[config.mk]
export PLATFORM = sky130hd
export DESIGN_NAME = prio_irq_ctrl
export DESIGN_NICKNAME = d
export VERILOG_FILES = /design/src/rtl/pic_pkg.sv /design/src/rtl/pic_pick.sv /design/src/rtl/pic_cpu_unit.sv /design/src/rtl/prio_irq_ctrl.sv
export SDC_FILE = /design/constraint.sdc
export NUM_CORES = 1
export LEC_CHECK = 0
export ABC_CLOCK_PERIOD_IN_PS = 8500
export BUFFER_PORTS_ARGS = -buffer_cell sky130_fd_sc_hd__clkbuf_2
export CAP_MARGIN = 0
export CORE_UTILIZATION = 44
export DETAILED_ROUTE_END_ITERATION = 8
export PLACE_DENSITY = 0.66
export SLEW_MARGIN = 10
export SYNTH_ARGS = -nofsm -noshare
export SYNTH_HDL_FRONTEND = slang
export SYNTH_SLANG_ARGS = --single-unit
[constraint.sdc]
create_clock -name clk -period 8.5 [get_ports clk]
set_clock_uncertainty 0.05 [all_clocks]
set_input_delay 0.85 -clock clk [delete_from_list [all_inputs] [get_ports clk]]
set_output_delay 0.85 -clock clk [all_outputs]
set_load 0.005 [all_outputs]
[src/rtl/pic_pkg.sv]
package pic_pkg;
  localparam int PRI_W = 4;
  typedef logic [PRI_W-1:0] pri_t;

  localparam logic [11:0] A_CTRL = 12'h000;
  localparam logic [11:0] A_FEAT = 12'h004;
  localparam logic [11:0] A_SPUR = 12'h008;

  localparam logic [3:0] WIN_SRC = 4'h1;
  localparam logic [3:0] WIN_CPU = 4'h8;

  localparam logic [7:0] OFF_TP  = 8'h00;
  localparam logic [7:0] OFF_ACK = 8'h10;
  localparam logic [7:0] OFF_EOI = 8'h20;

  localparam int B_MASK  = 31;
  localparam int B_ACT   = 30;
  localparam int B_MODE  = 29;
  localparam int PRI_LSB = 16;
  localparam int B_EXT   = 31;
  localparam int B_CRIT  = 30;
endpackage

[src/rtl/pic_pick.sv]
module pic_pick
  import pic_pkg::*;
#(
  parameter int N = 4,
  localparam int IW = (N > 1) ? $clog2(N) : 1
) (
  input  logic [N-1:0] req,
  input  pri_t [N-1:0] pri,
  output logic         found,
  output logic [IW-1:0] idx,
  output pri_t         best
);
  // Strict compare keeps the lowest index on equal priority.
  always_comb begin
    found = 1'b0;
    idx   = '0;
    best  = '0;
    for (int i = 0; i < N; i++) begin
      if (req[i] && (!found || pri[i] > best)) begin
        found = 1'b1;
        idx   = IW'(i);
        best  = pri[i];
      end
    end
  end
endmodule

[src/rtl/pic_cpu_unit.sv]
module pic_cpu_unit
  import pic_pkg::*;
#(
  parameter int NSRC = 4,
  localparam int SIW = (NSRC > 1) ? $clog2(NSRC) : 1
) (
  input  logic            clk,
  input  logic            rst_n,
  input  logic            soft_rst,
  input  pri_t [NSRC-1:0] src_pri,
  input  logic [NSRC-1:0] src_act,
  input  logic [NSRC-1:0] src_mask,
  input  logic [NSRC-1:0] raise_set,
  input  logic            tp_we,
  input  pri_t            tp_wdata,
  input  logic            ack_req,
  input  logic            eoi_req,
  output pri_t            tp,
  output logic            irq,
  output logic            ack_ok,
  output logic [SIW-1:0]  ack_idx,
  output logic [NSRC-1:0] act_clr
);
  logic [NSRC-1:0] raised, raised_nxt;
  logic [NSRC-1:0] isr, isr_nxt;
  logic            r_found, i_found;
  logic [SIW-1:0]  r_idx, i_idx;
  pri_t            r_pri, i_pri;

  pic_pick #(.N(NSRC)) u_pick_raised (
    .req(raised), .pri(src_pri), .found(r_found), .idx(r_idx), .best(r_pri)
  );
  pic_pick #(.N(NSRC)) u_pick_isr (
    .req(isr), .pri(src_pri), .found(i_found), .idx(i_idx), .best(i_pri)
  );

  assign ack_idx = r_idx;
  assign ack_ok  = r_found && src_act[r_idx] && !src_mask[r_idx] &&
                   (src_pri[r_idx] > tp);
  assign irq     = r_found && (r_pri > tp) && (!i_found || r_pri > i_pri);

  always_comb begin
    raised_nxt = raised;
    if (ack_req && r_found) raised_nxt[r_idx] = 1'b0;
    raised_nxt = raised_nxt | raise_set;
    isr_nxt = isr;
    if (ack_req && ack_ok) isr_nxt[r_idx] = 1'b1;
    if (eoi_req && i_found) isr_nxt[i_idx] = 1'b0;
    for (int s = 0; s < NSRC; s++) begin
      act_clr[s] = (ack_req && r_found && !ack_ok && r_idx == SIW'(s)) ||
                   (eoi_req && i_found && i_idx == SIW'(s));
    end
  end

  always_ff @(posedge clk or negedge rst_n) begin
    if (!rst_n) begin
      tp     <= '1;
      raised <= '0;
      isr    <= '0;
    end else if (soft_rst) begin
      tp     <= '1;
      raised <= '0;
      isr    <= '0;
    end else begin
      if (tp_we) tp <= tp_wdata;
      raised <= raised_nxt;
      isr    <= isr_nxt;
    end
  end

  AST_IRQ_NEEDS_ROOM: assert property (@(posedge clk) disable iff (!rst_n)
    irq |-> (tp != '1));
  AST_ISR_FROM_ACK: assert property (@(posedge clk) disable iff (!rst_n)
    ((isr & ~$past(isr)) != '0) |-> $past(ack_req));
  AST_SOFT_RST_TP: assert property (@(posedge clk) disable iff (!rst_n)
    soft_rst |=> (tp == '1));
endmodule

[src/rtl/prio_irq_ctrl.sv]
module prio_irq_ctrl
  import pic_pkg::*;
#(
  parameter int          NSRC     = 4,
  parameter int          NCPU     = 2,
  parameter bit          WIDE_VEC = 1'b1,
  parameter logic [7:0]  VERSION  = 8'h12,
  parameter int          CPU_ID_W = 4
) (
  input  logic                clk,
  input  logic                rst_n,
  input  logic                bus_req,
  input  logic                bus_we,
  input  logic [11:0]         bus_addr,
  input  logic [31:0]         bus_wdata,
  input  logic                bus_cpu_ok,
  input  logic [CPU_ID_W-1:0] bus_cpu_id,
  input  logic [NSRC-1:0]     src_line,
  output logic                rsp_valid,
  output logic [31:0]         rsp_data,
  output logic [NCPU-1:0]     irq_out
);
  localparam int VW  = WIDE_VEC ? 16 : 8;
  localparam int SIW = (NSRC > 1) ? $clog2(NSRC) : 1;
  localparam logic [NCPU-1:0] DST_RST = WIDE_VEC ? NCPU'(1) : '0;

  // Source state
  logic [NSRC-1:0]           s_mask, s_mode, s_act, s_ext, s_crit;
  pri_t [NSRC-1:0]           s_pri;
  logic [NSRC-1:0][VW-1:0]   s_vec;
  logic [NSRC-1:0][NCPU-1:0] s_dcpu;
  logic [VW-1:0]             spur;

  // Decode
  logic rd, wr, soft_rst, cpu_win, ctx_ok, cpu_acc_ok, src_hit;
  logic [3:0] win;
  logic [7:0] off;
  assign rd       = bus_req && !bus_we;
  assign wr       = bus_req && bus_we;
  assign win      = bus_addr[11:8];
  assign off      = bus_addr[7:0];
  assign cpu_win  = (win == WIN_CPU);
  assign ctx_ok   = bus_cpu_ok && (bus_cpu_id < CPU_ID_W'(NCPU));
  assign cpu_acc_ok = cpu_win && ctx_ok && (bus_addr[3:0] == 4'h0);
  assign src_hit  = (win == WIN_SRC) && (int'(bus_addr[7:4]) < NSRC) &&
                    (bus_addr[1:0] == 2'b00);
  assign soft_rst = wr && (bus_addr == A_CTRL) && bus_wdata[31];

  logic [NCPU-1:0] tp_we, ack_req, eoi_req, ack_ok_v;
  logic [NCPU-1:0][SIW-1:0]  ack_idx_v;
  logic [NCPU-1:0][NSRC-1:0] act_clr_v, raise_set;
  pri_t [NCPU-1:0]           tp_v;
  logic [NSRC-1:0]           act_clr_any, disp;

  always_comb begin
    for (int c = 0; c < NCPU; c++) begin
      tp_we[c]   = wr && cpu_acc_ok && (off == OFF_TP)  && (bus_cpu_id == CPU_ID_W'(c));
      ack_req[c] = rd && cpu_acc_ok && (off == OFF_ACK) && (bus_cpu_id == CPU_ID_W'(c));
      eoi_req[c] = wr && cpu_acc_ok && (off == OFF_EOI) && (bus_cpu_id == CPU_ID_W'(c));
    end
  end

  // Dispatch: lowest-numbered processor in the routing set
  always_comb begin
    logic taken;
    raise_set   = '0;
    act_clr_any = '0;
    for (int s = 0; s < NSRC; s++) begin
      disp[s] = src_line[s] && !s_act[s] && !s_mask[s] && (s_dcpu[s] != '0);
      taken = 1'b0;
      for (int c = 0; c < NCPU; c++) begin
        if (disp[s] && s_dcpu[s][c] && !taken) begin
          raise_set[c][s] = 1'b1;
          taken = 1'b1;
        end
        act_clr_any[s] = act_clr_any[s] | act_clr_v[c][s];
      end
    end
  end

  for (genvar c = 0; c < NCPU; c++) begin : g_cpu
    pic_cpu_unit #(.NSRC(NSRC)) u_unit (
      .clk      (clk),
      .rst_n    (rst_n),
      .soft_rst (soft_rst),
      .src_pri  (s_pri),
      .src_act  (s_act),
      .src_mask (s_mask),
      .raise_set(raise_set[c]),
      .tp_we    (tp_we[c]),
      .tp_wdata (bus_wdata[PRI_W-1:0]),
      .ack_req  (ack_req[c]),
      .eoi_req  (eoi_req[c]),
      .tp       (tp_v[c]),
      .irq      (irq_out[c]),
      .ack_ok   (ack_ok_v[c]),
      .ack_idx  (ack_idx_v[c]),
      .act_clr  (act_clr_v[c])
    );
  end

  // Source and global registers
  always_ff @(posedge clk or negedge rst_n) begin
    if (!rst_n) begin
      s_mask <= '1;
      s_mode <= WIDE_VEC ? '0 : '1;
      s_act  <= '0;
      s_ext  <= '0;
      s_crit <= '0;
      s_pri  <= '0;
      s_vec  <= '0;
      for (int s = 0; s < NSRC; s++) s_dcpu[s] <= DST_RST;
      spur   <= '1;
    end else if (soft_rst) begin
      s_mask <= '1;
      s_mode <= WIDE_VEC ? '0 : '1;
      s_act  <= '0;
      s_ext  <= '0;
      s_crit <= '0;
      s_pri  <= '0;
      s_vec  <= '0;
      for (int s = 0; s < NSRC; s++) s_dcpu[s] <= DST_RST;
      spur   <= '1;
    end else begin
      if (wr && bus_addr == A_SPUR) spur <= bus_wdata[VW-1:0];
      for (int s = 0; s < NSRC; s++) begin
        s_act[s] <= disp[s] || (s_act[s] && src_line[s] && !act_clr_any[s]);
        if (wr && src_hit && bus_addr[7:4] == 4'(s)) begin
          if (bus_addr[3:2] == 2'b00) begin
            s_mask[s] <= bus_wdata[B_MASK];
            s_mode[s] <= 1'b0;
            s_pri[s]  <= bus_wdata[PRI_LSB +: PRI_W];
            s_vec[s]  <= bus_wdata[VW-1:0];
          end else if (bus_addr[3:2] == 2'b01) begin
            s_ext[s]  <= bus_wdata[B_EXT];
            s_crit[s] <= bus_wdata[B_CRIT];
            s_dcpu[s] <= bus_wdata[NCPU-1:0];
          end
        end
      end
    end
  end

  // Read path
  logic [31:0]    rd_val;
  pri_t           tp_sel;
  logic           sel_ok;
  logic [SIW-1:0] sel_idx;
  logic [SIW-1:0] rsrc;
  assign rsrc = SIW'(bus_addr[7:4]);

  always_comb begin
    tp_sel  = '1;
    sel_ok  = 1'b0;
    sel_idx = '0;
    for (int c = 0; c < NCPU; c++) begin
      if (bus_cpu_id == CPU_ID_W'(c)) begin
        tp_sel  = tp_v[c];
        sel_ok  = ack_ok_v[c];
        sel_idx = ack_idx_v[c];
      end
    end
    rd_val = '0;
    if (cpu_win) begin
      if (!cpu_acc_ok)          rd_val = '1;
      else if (off == OFF_TP)   rd_val = 32'(tp_sel);
      else if (off == OFF_ACK)  rd_val = sel_ok ? 32'(s_vec[sel_idx]) : 32'(spur);
    end else if (bus_addr == A_FEAT) begin
      rd_val = {VERSION, 8'(NCPU - 1), 16'(NSRC - 1)};
    end else if (bus_addr == A_SPUR) begin
      rd_val = 32'(spur);
    end else if (src_hit) begin
      if (bus_addr[3:2] == 2'b00)
        rd_val = {s_mask[rsrc], s_act[rsrc], s_mode[rsrc], 9'b0,
                  s_pri[rsrc], 16'(s_vec[rsrc])};
      else if (bus_addr[3:2] == 2'b01)
        rd_val = {s_ext[rsrc], s_crit[rsrc], 30'(s_dcpu[rsrc])};
    end
  end

  always_ff @(posedge clk or negedge rst_n) begin
    if (!rst_n) begin
      rsp_valid <= 1'b0;
      rsp_data  <= '0;
    end else begin
      rsp_valid <= rd;
      if (rd) rsp_data <= rd_val;
    end
  end

  AST_BAD_CTX_READ: assert property (@(posedge clk) disable iff (!rst_n)
    (rd && cpu_win && !cpu_acc_ok) |=> (rsp_data == 32'hFFFF_FFFF));

  for (genvar s = 0; s < NSRC; s++) begin : g_chk
    AST_RISE_NEEDS_ROUTE: assert property (@(posedge clk) disable iff (!rst_n)
      $rose(s_act[s]) |-> $past(src_line[s] && !s_mask[s] && (s_dcpu[s] != '0)));
  end
endmodule

==> flow_summary.ini <==
[status]
outcome = complete, no violations

[cells_and_area]
post_route_cells_drive_above_1_share_pct = 20.8
fill_cells = 2389
finalInstanceArea_mm2 = 0.0128
nets = 1436
syn_to_final_growth_pct = 10.8
num_antenna_cells = 0
utilization_pct = 50.2
stdcell_count = 1650

[place]
routabilityCongestion = 0.936
place_area_mm2 = 0.0121
hpwl_um = 24900
dp.cells = 1618
port_buffers = 81

[drt]
ant_nets = 0
routedWlPerCell_um = 22.0
detail_route.iter0.violations = 1065
drc = 0
vias = 10400
vias_per_cell = 6.30
routed_wl_um = 36200
dr.pass1.iters = 5

[power]
ir_drop_mv = 0.106
p_leak_nw = 5.45
p_per_area_mw_per_mm2 = 138

[floorplanning]
die_y_um = 164
io_pins = 92
die_x_um = 164
start_util_pct = 45.3
rows = 58
core_mm2 = 0.0255
dieArea_mm2 = 0.0269

[clock_network]
clockBufferDepth = 2
cts_tree = yes
cts-buffers-inserted = 17
cts_hold_buf = 0
insertion_delay_ns = 0.44
clkTransAtPathRegs_ns = 0.08
cts_num_sinks = 169
root_buffer = clkbuf_16
htreeDepth = 4

[worst_hold_path]
holdPathStages = 2
worstHoldPathType = register to register

[synthesis]
synth_cell_type_count = 77
seq_area_frac_synth_pct = 37.0
yosys_most_used_dff = dfrtp_1
netlist_area_mm2 = 0.0115
avgSynthCellArea_um2 = 9.07
ys_ff_latch = 169
syn_inst = 1272
synth_nets = 1401
synth_warnings = 0
async_reset_ff_share_pct = 100
synth_edf_count = 0

[sta]
fin_crit_ns = 8.05
setup_violations = 0
finalSetupTns_ns = 0
fmax_mhz = 124
worst_slew_pin_slew_ns = 1.16
rsz0062_at_grt = false
final_hold_viol_count = 0
slew_headroom_pct = 22.7
report.final.slew_viol_count = 0
finalCritPeriodShare_pct = 94.7

[grt]
antenna_found_initial = 0
grt_overflow_total = 0
grt_pass1_vias = 10100
track_usage_pct = 27.9
grt_pass1_wl_um = 57000
grt_max_degree = 94

[setup_path]
rr_worst_depth = 30
crit_arrival_ns = 7.15
cpPeakStageDelay_ns = 0.69
critPathMostFrequentCell = o21a_1
critPathSlowestCell = dfrtp_1
end_kind = output pin
worstSetupPathType = register to output pin
required_ns = 7.60
worst_setup_path_start_kind = register
crit_fanout = 11

[job]
maxCapViolations = 0
-- layout make-up --
class                           instances  area [µm²]  share of cell area [%]
Clock inverter                         15         194                    1.52
Multi-Input combinational cell        980        6770                    52.9
Clock buffer                           17         425                    3.33
Sequential cell                       169        4270                    33.4
Inverter                               35         131                    1.03
Tap cell                              330         413                    3.23
Timing Repair Buffer                  104         584                    4.57
-- repair_timing --
action | in CTS | in global routing
endpoints found under the setup margin | 0 | 2
buffers inserted | 0 | 0
resized for setup | 0 | 8
-- cells by family after synthesis --
family,share of synthesized area [%]
AOI/OAI and AO/OA,20.7
muxes,10.9
buffers and inverters,4.86
adders and majority gates,7.80
and+or+nand+nor,18.8
DFF,37.0
-- power by group --
part           total (W)  switching (W)  internal [W]
clock network   0.000810       0.000406      0.000404
logic           0.000127      0.0000841     0.0000432
registers       0.000828      0.0000112      0.000817
-- cell usage after synthesis (all sizes together), types with 26 or more instances --
cell type	n	area share, %
mux2	43	4.2
a21oi	59	2.6
buf	45	2.3
nor2	47	1.6
dfstp	32	7.3
clkbuf	43	1.4
o21ai	153	6.7
mux4	26	5.1
o211ai	28	1.9
nand2	209	6.8
nand3	58	2.6
ha	72	7.8
dfrtp	137	30
inv	34	1.1
-- per-layer routing --
metal | wire length [µm] | global-route usage [%] | vias up
li1 | - | - | 4772
met1 | 16100 | 39.1 | 5090
met2 | 16400 | 43.1 | 463
met3 | 2740 | 4.49 | 77
met4 | 1050 | 11.0 | 0
met5 | 0 | 0 | -
-- final timing paths --
| kind | from | end | slack, ns |
|---|---|---|---|
| setup / recovery | s_pri[5] | irq_out[1] | 0.45 |
| hold / removal | s_crit[1] | s_crit[1] | 0.43 |
| max in group asynchronous | rst_n | s_ext[0] | 6.40 |
| hold reg to reg | s_crit[1] | s_crit[1] | 0.43 |
| min in group asynchronous | rst_n | rsp_data[8] | 0.44 |
| setup reg to reg | s_pri[3] | rsp_data[2] | 0.90 |
-- stage by stage --
step	power, W	hold WS, ns	setup WS [ns]
after floorplan	0.000903	0.395	1.77
after detailed placement	0.000971	0.421	0.771
after global routing	0.00183	0.469	0.129
final	0.00177	0.433	0.452
after global placement	0.000970	0.411	0.908
after CTS	0.00178	0.439	0.247
-- worst max-delay path: cells and delay by family, from the launching register on --
family | cells | cell delay [ns]
buf+inv | 2 | 0.28
mux | 2 | 0.56
compound gates | 16 | 2.85
fa+ha+maj | 4 | 1.25
simple gates | 6 | 1.05
flops | 1 | 0.69
-- cell usage in the layout (no fill, tap or decap), types with 12 or more instances in the layout --
master and n:
a21oi_1 55, a221oi_1 15, a31oi_1 21, buf_4 23, clkbuf_16 17, clkbuf_2 80
dfrtp_1 136, dfstp_2 32, ha_1 72, inv_1 33, mux2_2 43, mux2i_1 19
mux4_2 26, nand2_1 208, nand2b_1 22, nand3_1 56, nand4_1 12, nor2_1 45
nor2b_1 19, nor3_1 21, o211ai_1 27, o21a_1 18, o21ai_0 112, o21ai_1 40
o2bb2ai_1 14
-- sequential cells by signal, indices dropped and copies added, names as in the netlist --
register,flops
g_cpu.u_unit.raised,8
s_vec,64
spur,16
g_cpu.u_unit.tp,8
s_dcpu,8
s_mask,4
s_crit,4
rsp_valid,1
g_cpu.u_unit.isr,8
rsp_data,24
s_pri,16
s_act,4
s_ext,4
No activity file was read; power rests on OpenSTA's default activity.
